### src/rtl/exc_seq_pkg.sv
package exc_seq_pkg;

   typedef enum logic [1:0] {
      ENT_NONE = 2'd0,
      ENT_IRQ  = 2'd1,
      ENT_TRAP = 2'd2
   } ent_kind_t;

endpackage

### src/rtl/exc_gate.sv
module exc_gate
   import exc_seq_pkg::*;
#(
   parameter int ST_W    = 32,
   parameter int PEND_W  = 14,
   parameter int I_POS   = 7,
   parameter bit TRAP_EN = 1'b1
) (
   input  logic              master_en,
   input  logic [ST_W-1:0]   stat,
   input  logic [PEND_W-1:0] pend,
   input  logic              pf_full,
   input  logic              trap_req,
   output ent_kind_t         kind
);

   logic irq_ok;
   logic trap_ok;

   assign irq_ok = master_en & ~stat[I_POS] & (|pend) & pf_full;

   generate
      if (TRAP_EN) begin : g_trap
         assign trap_ok = trap_req & pf_full;
      end else begin : g_no_trap
         assign trap_ok = 1'b0 & trap_req;
      end
   endgenerate

   always_comb begin
      if (irq_ok)       kind = ENT_IRQ;
      else if (trap_ok) kind = ENT_TRAP;
      else              kind = ENT_NONE;
   end

endmodule

### src/rtl/exc_frame.sv
module exc_frame
   import exc_seq_pkg::*;
#(
   parameter int ST_W      = 32,
   parameter int ADDR_W    = 32,
   parameter int MODE_W    = 5,
   parameter int I_POS     = 7,
   parameter int T_POS     = 5,
   parameter int IRQ_MODE  = 'h12,
   parameter int TRAP_MODE = 'h13,
   parameter int IRQ_VEC   = 'h18,
   parameter int TRAP_VEC  = 'h08,
   parameter int WIDE_OFF  = 4,
   parameter int CMP_OFF   = 0
) (
   input  ent_kind_t         kind,
   input  logic [ST_W-1:0]   stat,
   input  logic [ADDR_W-1:0] pc,
   output logic [ST_W-1:0]   nxt_stat,
   output logic [ADDR_W-1:0] ret_addr,
   output logic [ADDR_W-1:0] vec,
   output logic              mode_diff
);

   localparam logic [MODE_W-1:0] IRQ_M  = MODE_W'(IRQ_MODE);
   localparam logic [MODE_W-1:0] TRAP_M = MODE_W'(TRAP_MODE);
   localparam logic [ADDR_W-1:0] W_OFF  = ADDR_W'(WIDE_OFF);
   localparam logic [ADDR_W-1:0] C_OFF  = ADDR_W'(CMP_OFF);

   logic [MODE_W-1:0] tgt_mode;

   assign tgt_mode = (kind == ENT_TRAP) ? TRAP_M : IRQ_M;
   assign vec      = (kind == ENT_TRAP) ? ADDR_W'(TRAP_VEC) : ADDR_W'(IRQ_VEC);
   assign ret_addr = pc - (stat[T_POS] ? C_OFF : W_OFF);
   assign mode_diff = (stat[MODE_W-1:0] != tgt_mode);

   always_comb begin
      nxt_stat                = stat;
      nxt_stat[I_POS]         = 1'b1;
      nxt_stat[T_POS]         = 1'b0;
      nxt_stat[MODE_W-1:0]    = tgt_mode;
   end

endmodule

### src/rtl/exc_entry_seq.sv
module exc_entry_seq
   import exc_seq_pkg::*;
#(
   parameter int ST_W       = 32,
   parameter int ADDR_W     = 32,
   parameter int PEND_W     = 14,
   parameter int MODE_W     = 5,
   parameter int I_POS      = 7,
   parameter int T_POS      = 5,
   parameter int RESET_STAT = 'h1F,
   parameter int IRQ_MODE   = 'h12,
   parameter int TRAP_MODE  = 'h13,
   parameter int IRQ_VEC    = 'h18,
   parameter int TRAP_VEC   = 'h08,
   parameter int WIDE_OFF   = 4,
   parameter int CMP_OFF    = 0,
   parameter bit TRAP_EN    = 1'b1
) (
   input  logic              clk,
   input  logic              rst_n,
   input  logic              master_en,
   input  logic [ST_W-1:0]   stat_in,
   input  logic [ADDR_W-1:0] pc_in,
   input  logic [PEND_W-1:0] pend_in,
   input  logic              pf_full,
   input  logic              trap_req,
   output logic [ST_W-1:0]   stat_out,
   output logic [ST_W-1:0]   saved_stat,
   output logic [ADDR_W-1:0] link_out,
   output logic [ADDR_W-1:0] pc_out,
   output logic              reload,
   output logic              halt_rel,
   output logic              bank_sw
);

   localparam logic [ST_W-1:0] RST_ST = ST_W'(RESET_STAT);

   generate
      if (I_POS >= ST_W || T_POS >= ST_W || MODE_W > ST_W) begin : g_bad_pos
         $error("status field position outside status word");
      end
      if (I_POS < MODE_W || T_POS < MODE_W || I_POS == T_POS) begin : g_bad_overlap
         $error("status flag bits overlap the mode field or each other");
      end
      if (PEND_W < 1) begin : g_bad_pend
         $error("pending vector must be at least one bit");
      end
   endgenerate

   ent_kind_t         kind;
   logic [ST_W-1:0]   f_stat;
   logic [ADDR_W-1:0] f_ret;
   logic [ADDR_W-1:0] f_vec;
   logic              f_mdiff;
   logic              take;

   exc_gate #(
      .ST_W(ST_W), .PEND_W(PEND_W), .I_POS(I_POS), .TRAP_EN(TRAP_EN)
   ) u_gate (
      .master_en(master_en), .stat(stat_in), .pend(pend_in),
      .pf_full(pf_full), .trap_req(trap_req), .kind(kind)
   );

   exc_frame #(
      .ST_W(ST_W), .ADDR_W(ADDR_W), .MODE_W(MODE_W), .I_POS(I_POS),
      .T_POS(T_POS), .IRQ_MODE(IRQ_MODE), .TRAP_MODE(TRAP_MODE),
      .IRQ_VEC(IRQ_VEC), .TRAP_VEC(TRAP_VEC), .WIDE_OFF(WIDE_OFF),
      .CMP_OFF(CMP_OFF)
   ) u_frame (
      .kind(kind), .stat(stat_in), .pc(pc_in), .nxt_stat(f_stat),
      .ret_addr(f_ret), .vec(f_vec), .mode_diff(f_mdiff)
   );

   assign take = (kind != ENT_NONE);

   always_ff @(posedge clk) begin
      if (!rst_n) begin
         stat_out   <= RST_ST;
         saved_stat <= '0;
         link_out   <= '0;
         pc_out     <= '0;
         reload     <= 1'b0;
         halt_rel   <= 1'b0;
         bank_sw    <= 1'b0;
      end else begin
         reload   <= take;
         halt_rel <= (kind == ENT_IRQ);
         bank_sw  <= take & f_mdiff;
         if (take) begin
            stat_out   <= f_stat;
            saved_stat <= stat_in;
            link_out   <= f_ret;
            pc_out     <= f_vec;
         end
      end
   end


   full_gate_chk: assert property (@(posedge clk) disable iff (!rst_n)
      reload |-> $past(pf_full));


   mask_set_chk: assert property (@(posedge clk) disable iff (!rst_n)
      reload |-> (stat_out[I_POS] && !stat_out[T_POS]));


   halt_irq_chk: assert property (@(posedge clk) disable iff (!rst_n)
      halt_rel |-> (reload && pc_out == ADDR_W'(IRQ_VEC)));


   bank_copy_chk: assert property (@(posedge clk) disable iff (!rst_n)
      reload |-> saved_stat == $past(stat_in));


   bank_strobe_chk: assert property (@(posedge clk) disable iff (!rst_n)
      bank_sw |-> reload);


   hold_chk: assert property (@(posedge clk) disable iff (!rst_n)
      !reload |-> ($stable(pc_out) && $stable(link_out) && !halt_rel));

endmodule

### config.mk
export PLATFORM = sky130hd
export DESIGN_NAME = exc_entry_seq
export DESIGN_NICKNAME = d
export VERILOG_FILES = /design/src/rtl/exc_seq_pkg.sv /design/src/rtl/exc_gate.sv /design/src/rtl/exc_frame.sv /design/src/rtl/exc_entry_seq.sv
export SDC_FILE = /design/constraint.sdc
export NUM_CORES = 1
export LEC_CHECK = 0
export BUFFER_PORTS_ARGS = -buffer_cell sky130_fd_sc_hd__buf_4
export CAP_MARGIN = 15
export CORE_MARGIN = 2
export CORE_UTILIZATION = 46
export DETAILED_ROUTE_END_ITERATION = 10
export PLACE_DENSITY_LB_ADDON = 0.08
export SLEW_MARGIN = 20
export SYNTH_ARGS = -nofsm -noshare
export SYNTH_HDL_FRONTEND = slang
export SYNTH_SLANG_ARGS = --single-unit
### constraint.sdc
create_clock -name clk -period 5 [get_ports clk]
set_input_delay 1.25 -clock clk [delete_from_list [all_inputs] [get_ports clk]]
set_output_delay 1.25 -clock clk [all_outputs]
set_load 0.005 [all_outputs]
# Word level (Yosys, flattened, before mapping)

Cells that the tools add are included.

Bits of input ports: 83
Output and inout port bits: 131
Bits in registers: 130
Logic and storage cells: 24

Reduce and logical (&&, ||, !) cells: 2
Eq/ne operators: 3
Muxes and demuxes: 5
Bitwise operators: 6
$add $sub $neg: 1

Operators by type and width:

| kind                                                                   | number |
|---|---|
| 32-bit subtractor                                                      | 1 |
| 14-bit OR reduction                                                    | 1 |
| 1-bit AND                                                              | 5 |
| 5-bit two-way mux                                                      | 1 |
| 5-bit inequality test                                                  | 1 |
| 2-bit two-way mux                                                      | 2 |
| 3-bit two-way mux                                                      | 1 |
| 2-bit by 1-bit equality test with 1-bit output (second input constant) | 1 |
| 2-bit equality test (second input constant)                            | 1 |
| 2-bit nonzero test                                                     | 1 |
| 1-bit two-way mux                                                      | 1 |
| 1-bit NOT                                                              | 1 |

# Depth between registers and ports, before layout

Gate-level depths: netlist of the first run.

Depth in word-level cells: 9
Mapped depth: 9

# Cells and area by module

Synthesis of the first run repeated with hierarchy kept, for this count alone.

Cell total of the unflattened synthesis: 756
Area total of the unflattened synthesis: 6252.2 µm²

By module, submodules not included:

| module        | cells an instance | sequential area each (µm²) | times used | area an instance (µm²) |
|---|---|---|---|---|
| exc_entry_seq | 590               | 2622.5                     | 1          | 5053.6 |
| exc_frame     | 157               | 0.0                        | 1          | 1138.6 |
| exc_gate      | 9                 | 0.0                        | 1          | 60.1 |

# Worst setup path before layout of the first run

OpenSTA, ideal clock, no wires.

Path type: input to register
From: input stat_in[5]
To: register link_out[28]
Stages on the path: 9
Data arrival time: 2.852 ns
Setup slack: 2.063 ns
Setup time: 0.086 ns
Path through: inv_1 > ha_1 > ha_1 > nor3b_1 > and2_1 > clkbuf_1 > nand4b_1 > xor2_1 > a211oi_1

Word-level cells in the longest chain between the ends: 2

Ends and longest elaborated chain:

| item                 | RTL line            | text |
|---|---|---|
| start, declared      | exc_entry_seq.sv:22 | `input logic [ST_W-1:0] stat_in,` |
| 3-bit two-way mux    | exc_frame.sv:34     | `assign ret_addr = pc - (stat[T_POS] ? C_OFF : W_OFF);` |
| 32-bit subtractor    | exc_frame.sv:34     |  |
| end signal, assigned | exc_entry_seq.sv:92 | `link_out <= f_ret;` |
| end, declared        | exc_entry_seq.sv:29 | `output logic [ADDR_W-1:0] link_out,` |

Every way passes these cells.
A chain may end at the register's enable or synchronous reset.

# Final worst setup path of the first run

From: input stat_in[7]
To: register link_out[5]

Word-level cells in the longest chain between the ends: 6

Ends and longest elaborated chain:

| item                   | RTL line            | text |
|---|---|---|
| 1-bit NOT              | exc_gate.sv:20      | `assign irq_ok = master_en & ~stat[I_POS] & (\|pend) & pf_full;` |
| 1-bit AND (3 in a row) | exc_gate.sv:20      |  |
| 2-bit two-way mux      | exc_gate.sv:31      | `if (irq_ok) kind = ENT_IRQ;` |
| 2-bit nonzero test     | exc_entry_seq.sv:74 | `assign take = (kind != ENT_NONE);` |

Every way passes these cells.

==> results of run 1 <==
[synth_stat cells, types with 2 or more instances]
cell      instances  area, um2
ha_1              2       25.0
nand3_1           7       35.0
xnor2_1           8       70.1
nor3_1            5       25.0
a31oi_1           3       18.8
nand2b_1          2       12.5
buf_2             2       10.0
clkbuf_1         21       78.8
nor4_1            4       25.0
or4_1             3       22.5
inv_1             4       15.0
nand2_1          79        297
a21oi_1          53        265
or3_1             4       25.0
buf_4            60        450
nor3b_1           2       15.0
xor2_1           16        140
o21ai_0          22        110
nand4b_1          3       26.3
dfxtp_1          71       1420
and2_1            2       12.5
conb_1            2       7.51
a211oi_1         10       75.1
nor2_1           24       90.1
a311oi_1          2       17.5
[kinds of logic (layout without fill, tap and decap cells)]
family                     after synthesis  count (layout)
and+or+nand+nor                        142             142
AOI/OAI and AO/OA                       96              96
buffers and inverters                   88             203
DFF                                     71              71
xor gates and xnor gates                24              24
adders and majority gates                2               2
other                                    2              33
[worst max path at each step]
stage | from | to | slack, ns | cells after the start
2_1_floorplan | stat_in[5] | link_out[28]$_SDFFE_PN0P_ | 2.06 | 9
3_3_place_gp | stat_in[7] | link_out[5]$_SDFFE_PN0P_ | 1.72 | 7
3_5_place_dp | stat_in[7] | link_out[5]$_SDFFE_PN0P_ | 1.62 | 7
4_1_cts | stat_in[7] | link_out[5]$_SDFFE_PN0P_ | 1.97 | 7
5_1_grt | stat_in[7] | link_out[5]$_SDFFE_PN0P_ | 1.74 | 7
6_report | stat_in[7] | link_out[5]$_SDFFE_PN0P_ | 1.99 | 7
[sequential cells by signal, summed over array words and instances, names as in the netlist]
signal      cells
link_out       32
saved_stat     32
stat_out        3
bank_sw         1
halt_rel        1
pc_out          1
reload          1
[placed cells by master (no fill, tap or decap), drive strengths merged]
cell	n
nand4b	3
ha	2
or4b	1
nor4	5
nand2	79
a311oi	2
or4	3
nand2b	2
conb	33
xnor2	8
clkinv	4
a211oi	10
inv	4
o31ai	1
nor3	6
nand3b	1
o41a	1
nand3	8
and2	2
nor3b	2
bufinv	1
dfxtp	71
and4	1
a21oi	53
nor2	24
o21ai	23
xor2	16
a41oi	1
clkbuf	10
o41ai	1
buf	184
a31oi	3
o21a	1
nor4b	1
or3	4
[layout make-up]
cell class	count	area, um2	area share
multi-input cells	297	1570	0.334
flip-flops and latches	71	1420	0.303
repair buffers	184	1380	0.295
clock buffers	10	128	0.0272
well taps	99	124	0.0264
clock inverters	5	50.0	0.0107
inverters	4	15.0	0.00320
[critical path: cells and delay by family]
family	cells	cell delay (ns)
AOI/OAI and AO/OA	3	1.21
buffers and inverters	2	0.56
and+or+nand+nor	2	0.20
[metal layers]
metal | track usage | vias up | part of all wire
met5 | 0 | - | 0
met3 | 0.0518 | 16 | 0.074
met1 | 0.254 | 1467 | 0.42
li1 | - | 1626 | -
met2 | 0.343 | 134 | 0.49
met4 | 0.101 | 0 | 0.022
[stage by stage]
step	utilization	hold WS [ns]	instances	area (um2)
after floorplan	-	0.452	456	3540
after global placement	0.625	0.444	655	4510
after detailed placement	0.625	0.451	655	4510
after CTS	0.650	0.461	670	4690
after global routing	0.650	0.478	670	4690
final	0.650	0.458	670	4690
[power by group]
group | leakage, nW | internal, mW | switching (mW) | total, mW
Combinational | 1.44 | 0.129 | 0.106 | 0.235
Clock | 0.0957 | 0.224 | 0.203 | 0.427
Sequential | 0.585 | 0.602 | 0.0211 | 0.623
Total | 2.12 | 0.955 | 0.331 | 1.29
==> out/qor.csv, run 1 <==
stage,metric,value,unit
timing,hold_violations,0,
drt,dr.pass1.iters,4,
final_layout,num_antenna_cells,0,
run_status,status,"finished, final reports clean",
timing,setup_violations,0,
setup_path,slowest_delay,0.63,ns
placed_design,dp.final_hpwl,6710,um
power_and_ir_drop,max-vdd-ir-drop,0.142,mV
drt,wl,8760,um
clock_tree,ctsResizeCount,0,
logic_synthesis,netlist_instances,425,
timing,layout_setup_ws,1.99,ns
placed_design,gp_congestion,0.853,
final_layout,drive_above_1_share,0.356,
min_path,min-delay-start,saved_stat[4]$_SDFFE_PN0P_,
logic_synthesis,synth_compound_area_frac,0.156,
clock_tree,clkSlewWorstSetupHoldPaths,0.07,ns
run,maxCapViolations,0,
drt,route.antenna.remaining_nets,0,
clock_tree,cts_max_level,3,
placed_design,numPortBuffers,180,
logic_synthesis,syn-cell-area,3430,um2
min_path,holdCritPathClass,reg -> reg,
die,initial_core_util,0.475,
global_routing,grt.total_usage,0.208,
timing,grt_setup_unrepaired,no,
clock_tree,clock_latency,0.34,ns
logic_synthesis,yosys.area_share.xor_xnor,0.0614,
die,fp-row-count,31,
drt,drc,0,
logic_synthesis,synth_ff_type,dfxtp_1,
timing,finalCritPeriodShare,0.601,
setup_path,end_kind,flip-flop,
drt,wl_per_cell,13.1,um
timing,max_slew_margin,0.428,
setup_path,critPathLaunchType,primary input,
logic_synthesis,synth_enable_flop_cells,0,
clock_tree,cts.path.max_buffers,2,
logic_synthesis,synthDistinctLibCells,39,
power_and_ir_drop,leakagePower,2.12,nW
logic_synthesis,ys_seq_area_frac,0.415,
die,core_area,7210,um2
clock_tree,cts_buffers,9,
logic_synthesis,synth_top_family_by_area,simple AND/OR/NAND/NOR gates,
clock_tree,clkSinkCount,71,
setup_path,worstSetupPathType,in -> reg,
die,io_pins,214,
logic_synthesis,syn_avg_cell_area,8.06,um2
logic_synthesis,ys_warn_count,0,
drt,num_vias,3243,
logic_synthesis,async_flop_share,0,
setup_path,cp_common_cell,buf_4,
timing,fmax,0.333,GHz
logic_synthesis,muxShareOfSynthArea,0,
final_layout,syn_to_final_growth,36.8,%
drt,avgViaCountPerCell,4.84,
clock_tree,post_cts_buffers,0,
setup_path,regToRegStartpoint,link_out[5]$_SDFFE_PN0P_,
setup_path,crit_fanout,40,
logic_synthesis,synth_adder_area_share,0.00730,
timing,period_minus_slack,3.01,ns
global_routing,grt_max_degree,41,
setup_path,timing.critical_path.required,5.25,ns
setup_path,critPathSlowestCell,o21a_2,
placed_design,pre_cts_slack,1.62,ns
die,die-area,8150,um2
clock_tree,root_buffer,clkbuf_8,
setup_path,ff2ff_path_depth,2,
die,die_width,90.3,um
clock_tree,cts_tree,done,
final_layout,fillers,679,
setup_path,crit_chain,buf_4 -> nand2b_1 -> a41oi_1 -> o21a_2 -> buf_4 -> nor2_1 -> a311oi_1,
global_routing,grt_antenna_before_repair,0,
timing,slew_violations,0,
timing,tightest_slew,0.856,ns
power_and_ir_drop,p_total,1.29,mW
min_path,hold_depth,2,
timing,skew,0,ns
logic_synthesis,ys_ff_latch,71,
global_routing,overflow,0,
clock_tree,hold_buffers,0,
die,die_h,90.3,um
setup_path,reg2reg_to,link_out[5]$_SDFFE_PN0P_,
timing,tns,0,ns
logic_synthesis,yosys.area_share.simple,0.195,
setup_path,r2r_setup_slack,4.27,ns
power_and_ir_drop,p_per_area,274,nW/um2
global_routing,grt_pass1_wl,13800,um
drt,drt_iter0_markers,127,
final_layout,fin_nets,652,
setup_path,crit_arrival,3.25,ns
global_routing,grt_pass1_vias,2844,
min_path,hold_end,saved_stat[4]$_SDFFE_PN0P_,
Power figures use the tool's default switching activity.
==> run 2, diff against run 1 <==
- CORE_UTILIZATION: 46 -> 43
- clock period: 5 -> 2.77 ns (I/O delays scaled with it)
==> run 2 against run 1 <==
Against the previous run:
- die area is 6.7% higher
- sequential share of layout area is 0.99 points lower
- non-clock buffer count is 7 higher
- combinational power is 86% higher
- sequential power is 80% higher
- worst setup slack worse by 1.5 ns
- first-iteration DRC count is 51% lower
- clock power is 140% higher
- clock-buffer cell count is 1 higher
- critical path depth is 1 higher
- hold slack better by 0.00086 ns
- critical path type unchanged
==> out/qor.csv, run 2 (synthesis gave the netlist of run 1 again) <==
stage,metric,value,unit,change
run_status,status,"finished, final reports clean",,
drt,wl,9140,um,+4.3%
global_routing,grt_max_degree,44,,+7.3%
clock_tree,cts_tree,done,,
power_and_ir_drop,pwr-share-comb,0.168,,-0.015
placed_design,dp.final_hpwl,6930,um,+3.3%
clock_tree,clkSinkCount,71,,unchanged
setup_path,slowest_delay,0.56,ns,-0.07 ns
power_and_ir_drop,pwr-share-seq,0.434,,-0.051
drt,wl_per_cell,13.4,um,+2.6%
power_and_ir_drop,max-vdd-ir-drop,0.331,mV,+130%
final_layout,layout_common_cells,"buf_4 (189), nand2_1 (79), dfxtp_1 (71), a21oi_1 (53), conb_1 (33)",,
placed_design,gp_congestion,0.850,,-0.39%
clock_tree,hold_buffers,0,,unchanged
timing,skew,0,ns,unchanged
clock_tree,ctsResizeCount,0,,unchanged
power_and_ir_drop,p_total,2.59,mW,+100%
global_routing,grt_pass1_vias,2949,,+3.7%
timing,hold_violations,0,,unchanged
timing,tns,0,ns,unchanged
run,maxCapViolations,0,,unchanged
setup_path,worstSetupPathType,in -> reg,,
power_and_ir_drop,power_switching,0.619,mW,+87%
min_path,hold_end,saved_stat[2]$_SDFFE_PN0P_,,
timing,period_minus_slack,2.30,ns,
global_routing,overflow,0,,unchanged
die,initial_core_util,0.443,,-0.0315
setup_path,crit_chain,buf_4 -> inv_1 -> ha_1 -> or4b_1 -> nor3_4 -> nand3_2 -> or4_1 -> a31oi_1,,
setup_path,ff2ff_path_depth,2,,unchanged
final_layout,final_util,0.627,,-0.0226
die,die_h,93.3,um,+3.3%
global_routing,grt_antenna_before_repair,0,,unchanged
clock_tree,cts_max_level,3,,unchanged
clock_tree,root_buffer,clkbuf_8,,
min_path,min-delay-start,saved_stat[2]$_SDFFE_PN0P_,,
setup_path,reg2reg_to,saved_stat[18]$_SDFFE_PN0P_,,
setup_path,r2r_setup_slack,2.06,ns,-2.21 ns
min_path,hold_depth,2,,unchanged
setup_path,critPathLaunchType,primary input,,
timing,setup_violations,0,,unchanged
final_layout,final_area,4850,um2,+3.4%
setup_path,regToRegStartpoint,saved_stat[18]$_SDFFE_PN0P_,,
die,core_area,7730,um2,+7.1%
global_routing,grt.total_usage,0.210,,+0.00197
power_and_ir_drop,sw_frac_of_total,0.239,,-0.0184
setup_path,timing.critical_path.required,3.04,ns,-2.21 ns
die,die_width,93.3,um,+3.3%
die,fp-row-count,32,,+3.2%
final_layout,num_antenna_cells,0,,unchanged
setup_path,end_kind,flip-flop,,
min_path,holdCritPathClass,reg -> reg,,
placed_design,pre_cts_slack,0.136,ns,-1.49 ns
final_layout,drive_above_1_share,0.366,,+0.0106
setup_path,crit_fanout,4,,-90%
final_layout,fin_nets,659,,+1.1%
die,io_pins,214,,unchanged
final_layout,final_common_cell,buf_4,,
timing,slew_violations,0,,unchanged
drt,drt_iter0_markers,62,,-51%
final_layout,syn_to_final_growth,41.5,%,
drt,dr.pass1.iters,4,,unchanged
final_layout,reg_top3,"link_out: 32 flops, saved_stat: 32 flops, stat_out: 3 flops",,
clock_tree,post_cts_buffers,0,,unchanged
global_routing,grt_pass1_wl,14500,um,+4.9%
drt,drc,0,,unchanged
timing,hold_ws,0.459,ns,+0.000861 ns
drt,avgViaCountPerCell,4.79,,-1.1%
die,die-area,8700,um2,+6.7%
setup_path,crit_arrival,2.57,ns,-0.68 ns
placed_design,place_inst,665,,+1.5%
drt,num_vias,3260,,+0.52%
placed_design,numPortBuffers,180,,unchanged
timing,finalCritPeriodShare,0.829,,
timing,fmax,0.435,GHz,
placed_design,placed_area,4590,um2,+1.8%
setup_path,critPathSlowestCell,or4b_1,,
clock_tree,cts_buffers,9,,unchanged
clock_tree,clock_latency,0.34,ns,about the same
clock_tree,clkSlewWorstSetupHoldPaths,0.08,ns,about the same
power_and_ir_drop,leakagePower,2.20,nW,+3.7%
timing,grt_setup_unrepaired,no,,
clock_tree,cts.path.max_buffers,2,,unchanged
timing,layout_setup_ws,0.473,ns,-1.52 ns
power_and_ir_drop,p_per_area,535,nW/um2,+95%
drt,route.antenna.remaining_nets,0,,unchanged
final_layout,stdcell_count,681,,+1.6%
power_and_ir_drop,internal-power,1.97,mW,+110%
power_and_ir_drop,p_clk_frac,0.398,,+0.065
-- run 2: worst max-delay path: cells and delay by family --
family	cells	cell delay [ns]
fa+ha+maj	1	0.20
buf+inv	2	0.16
compound gates	1	0.18
simple gates	4	1.34
-- run 2: how the worst max path moves through the flow --
stage	start	endpoint	slack (ns)	cells past startpoint
floorplan	stat_in[5]	link_out[28]$_SDFFE_PN0P_	0.39	9
global placement	stat_in[5]	link_out[31]$_SDFFE_PN0P_	0.17	8
detailed placement	stat_in[5]	link_out[31]$_SDFFE_PN0P_	0.14	8
CTS	stat_in[5]	link_out[31]$_SDFFE_PN0P_	0.48	8
global route	pc_in[2]	link_out[31]$_SDFFE_PN0P_	0.31	8
finish	stat_in[5]	link_out[31]$_SDFFE_PN0P_	0.47	8
-- run 2: area by class of cell --
class,count,area (um2)
Fill cell,692,2880
Clock inverter,5,104
Timing Repair Buffer,191,1460
Multi-Input combinational cell,297,1570
Tap cell,102,128
Sequential cell,71,1420
Clock buffer,11,151
Inverter,4,15.0
-- run 2: power groups by stage --
stage / Combinational [mW] / Clock, mW / Sequential [mW]
after floorplan: 0.214 / 0 / 1.15
after global placement: 0.435 / 0 / 1.15
after detailed placement: 0.440 / 0 / 1.15
after CTS: 0.441 / 1.05 / 1.13
after global routing: 0.485 / 1.09 / 1.13
final: 0.437 / 1.03 / 1.12
-- run 2: layer usage --
metal  track usage  share of wire
met4        0.0846          0.025
met3        0.0564          0.073
met5             0              0
met2         0.354           0.48
met1         0.253           0.42
==> run 3, diff against run 2 <==
- ABC_AREA: unset -> 1
- CORE_UTILIZATION: 43 -> 40
- clock period: 2.77 -> 1.9 ns (I/O delays scaled with it)
==> run 3 against run 2 <==
Against the previous run:
- non-clock buffer count grew 3
- largest power group unchanged
- combinational power grew 86%
- design area grew 7.5%
- critical path type unchanged
==> out/qor.csv, run 3 <==
stage,metric,value,unit,change
clock_tree,post_cts_buffers,0,,unchanged
final_layout,final_util,0.561,,-0.0661
timing,fmax,0.619,GHz,
final_layout,seqCellArea,1420,um2,unchanged
drt,wl_per_cell,13.4,um,-0.41%
global_routing,overflow,0,,unchanged
min_path,hold_depth,3,,+1
setup_path,timing.critical_path.required,2.14,ns,-0.90 ns
timing,slew_violations,0,,unchanged
clock_tree,ctsResizeCount,0,,unchanged
timing,tns,0,ns,unchanged
drt,dr.pass1.iters,4,,unchanged
logic_synthesis,synth_most_common_cell,nor2_1,,
die,io_pins,214,,unchanged
logic_synthesis,synth_ff_type,dfxtp_1,,
final_layout,fillers,961,,+39%
final_layout,layout_common_cells,"buf_4 (191), nor2_1 (173), nand2_1 (107), dfxtp_1 (71), o21ai_0 (58)",,
drt,route.antenna.remaining_nets,0,,unchanged
drt,drt_iter0_markers,178,,+190%
timing,setup_violations,0,,unchanged
timing,grt_setup_unrepaired,no,,
global_routing,grt_antenna_before_repair,0,,unchanged
clock_tree,cts_buffers,9,,unchanged
global_routing,use_met1,0.271,,+0.0182
logic_synthesis,synthDistinctLibCells,27,,-31%
global_routing,grt_pass1_vias,3768,,+28%
placed_design,gp_congestion,0.979,,+15%
final_layout,syn_to_final_growth,35.6,%,
logic_synthesis,async_flop_share,0,,unchanged
global_routing,grt_util_met3,0.0417,,-0.0147
clock_tree,cts.path.max_buffers,2,,unchanged
logic_synthesis,yosys-top-cells-area,"dfxtp_1 (37%), nor2_1 (17%), buf_4 (12%)",,
global_routing,grt.total_usage,0.218,,+0.00767
clock_tree,clkSinkCount,71,,unchanged
power_and_ir_drop,max-vdd-ir-drop,0.341,mV,+2.9%
drt,num_vias,3999,,+23%
logic_synthesis,syn_avg_cell_area,6.67,um2,-17%
run_status,status,"finished, final reports clean",,
final_layout,stdcell_count,866,,+27%
setup_path,end_kind,flip-flop,,
clock_tree,clkSlewWorstSetupHoldPaths,0.09,ns,about the same
clock_tree,root_buffer,clkbuf_8,,
clock_tree,cts_max_level,3,,unchanged
drt,drc,0,,unchanged
setup_path,critPathLaunchType,primary input,,
final_layout,final_common_cell,buf_4,,
logic_synthesis,syn-cell-area,3840,um2,+12%
drt,wl,11600,um,+27%
timing,hold_violations,0,,unchanged
die,core_area,9280,um2,+20%
logic_synthesis,netlist_top_cells_count,"nor2_1 (173), nand2_1 (107), dfxtp_1 (71)",,
placed_design,dp.final_hpwl,9240,um,+33%
setup_path,cp_common_cell,nor2_1,,
timing,period_minus_slack,1.61,ns,
global_routing,met2_usage,0.386,,+0.0313
placed_design,place_inst,851,,+28%
die,die-area,10400,um2,+20%
timing,skew,0,ns,unchanged
die,die_width,102,um,+9.4%
final_layout,num_antenna_cells,0,,unchanged
clock_tree,clock_latency,0.35,ns,about the same
die,initial_core_util,0.414,,-0.0296
setup_path,critPathSlowestCell,nor2_1,,
setup_path,slowest_delay,0.29,ns,-0.27 ns
power_and_ir_drop,leakagePower,2.65,nW,+21%
logic_synthesis,ys_seq_area_frac,0.370,,-0.0449
setup_path,crit_chain,buf_4 -> inv_1 -> ha_1 -> ha_1 -> nand2_1 -> nor2_1 -> nand2_1 -> xnor2_1 -> nor2_1 -> nor2_1,,
final_layout,drive_above_1_share,0.294,,-0.0717
final_layout,reg_top3,"link_out: 32 flops, saved_stat: 32 flops, stat_out: 3 flops",,
final_layout,fin_nets,818,,+24%
setup_path,ff2ff_path_depth,2,,unchanged
placed_design,numPortBuffers,180,,unchanged
setup_path,crit_arrival,1.85,ns,-0.72 ns
logic_synthesis,ys_ff_latch,71,,unchanged
die,fp-row-count,35,,+9.4%
timing,finalCritPeriodShare,0.850,,
clock_tree,hold_buffers,0,,unchanged
setup_path,crit_fanout,5,,+1
min_path,holdCritPathClass,in -> reg,,
logic_synthesis,synth_enable_flop_cells,0,,unchanged
clock_tree,cts_tree,done,,
global_routing,grt-busiest-layer,met2,,
logic_synthesis,ys_warn_count,0,,unchanged
drt,avgViaCountPerCell,4.62,,-3.5%
global_routing,grt_max_degree,30,,-32%
run,maxCapViolations,0,,unchanged
power_and_ir_drop,p_per_area,689,nW/um2,+29%
logic_synthesis,synth.largest_area_cell,dfxtp_1,,
logic_synthesis,yosysTopAreaCellShare,0.370,,-0.0449
global_routing,grt_pass1_wl,17800,um,+23%
setup_path,worstSetupPathType,in -> reg,,
logic_synthesis,netlist_instances,576,,+36%
final_layout,multiInputGateArea,1840,um2,+17%
die,die_h,102,um,+9.4%
-- run 3: changes by cell type in the layout (fill, tap and decap cells not counted), sizes merged, moves of 5 or more --
cell    previous run  this run
nor2              24       174
inv                4        31
a21oi             53         8
xor2              16         7
o21ai             23        58
nor4               5         0
nand2             79       110
nand3              8        15
nor3               6         1
a211oi            10         0
nand4              0         7
-- run 3: area by class of cell --
cell class                 instances  share of cell area
inverter                          31              0.0233
tap                              129              0.0310
multi-input combinational        426               0.353
sequential                        71               0.273
clock inverter                     5             0.00649
timing repair buffer             194               0.287
clock buffer                      10              0.0264
-- run 3: final timing paths --
| check | slack, ns | from | to |
|---|---|---|---|
| worst min-delay path | 0.34 | stat_in[25] | saved_stat[25]$_SDFFE_PN0P_ |
| worst max register to register | 1.17 | link_out[26]$_SDFFE_PN0P_ | link_out[26]$_SDFFE_PN0P_ |
| worst min register to register | 0.46 | stat_out[7]$_SDFFE_PN0P_ | stat_out[7]$_SDFFE_PN0P_ |
| worst max-delay path | 0.29 | stat_in[5] | link_out[16]$_SDFFE_PN0P_ |
-- run 3: cell families after synthesis --
family,count (synthesis),share of synthesized area
adder cells (fa/ha/maj),2,0.00651
flip-flops,71,0.370
AND/OR/NAND/NOR,312,0.325
XOR/XNOR,11,0.0251
other,2,0.00196
buffers and inverters,110,0.181
AO/OA/AOI/OAI,68,0.0899
-- run 3: routing by layer --
| metal | vias to the layer above | wire length, um |
|---|---|---|
| met3 | 11 | 821 |
| met1 | 1823 | 5020 |
| met5 | - | 0 |
| met4 | 0 | 142 |
| li1 | 2010 | - |
| met2 | 155 | 5590 |
-- run 3: worst max-delay path, delay by kind of cell --
kind / cells / cell delay [ns]
and+or+nand+nor: 5 / 0.64
adders and majority gates: 2 / 0.45
buffers and inverters: 2 / 0.16
xor gates and xnor gates: 1 / 0.13
-- run 3: power by group --
group          internal [mW]  switching [mW]  leakage, nW  total (mW)
Clock                  0.502           0.591       0.0845        1.09
Sequential              1.61          0.0754        0.588        1.69
Combinational          0.429           0.384         1.98       0.813
-- run 3: through the flow --
| stage | setup slack [ns] | hold slack [ns] | power [mW] | instance area (um2) |
|---|---|---|---|---|
| floorplan | 0.146 | 0.452 | 2.14 | 3960 |
| global placement | 0.0169 | 0.454 | 2.53 | 5040 |
| detailed placement | -0.0426 | 0.457 | 2.54 | 5040 |
| CTS | 0.324 | 0.329 | 3.63 | 5210 |
| global route | 0.126 | 0.343 | 3.80 | 5210 |
| finish | 0.286 | 0.344 | 3.59 | 5210 |
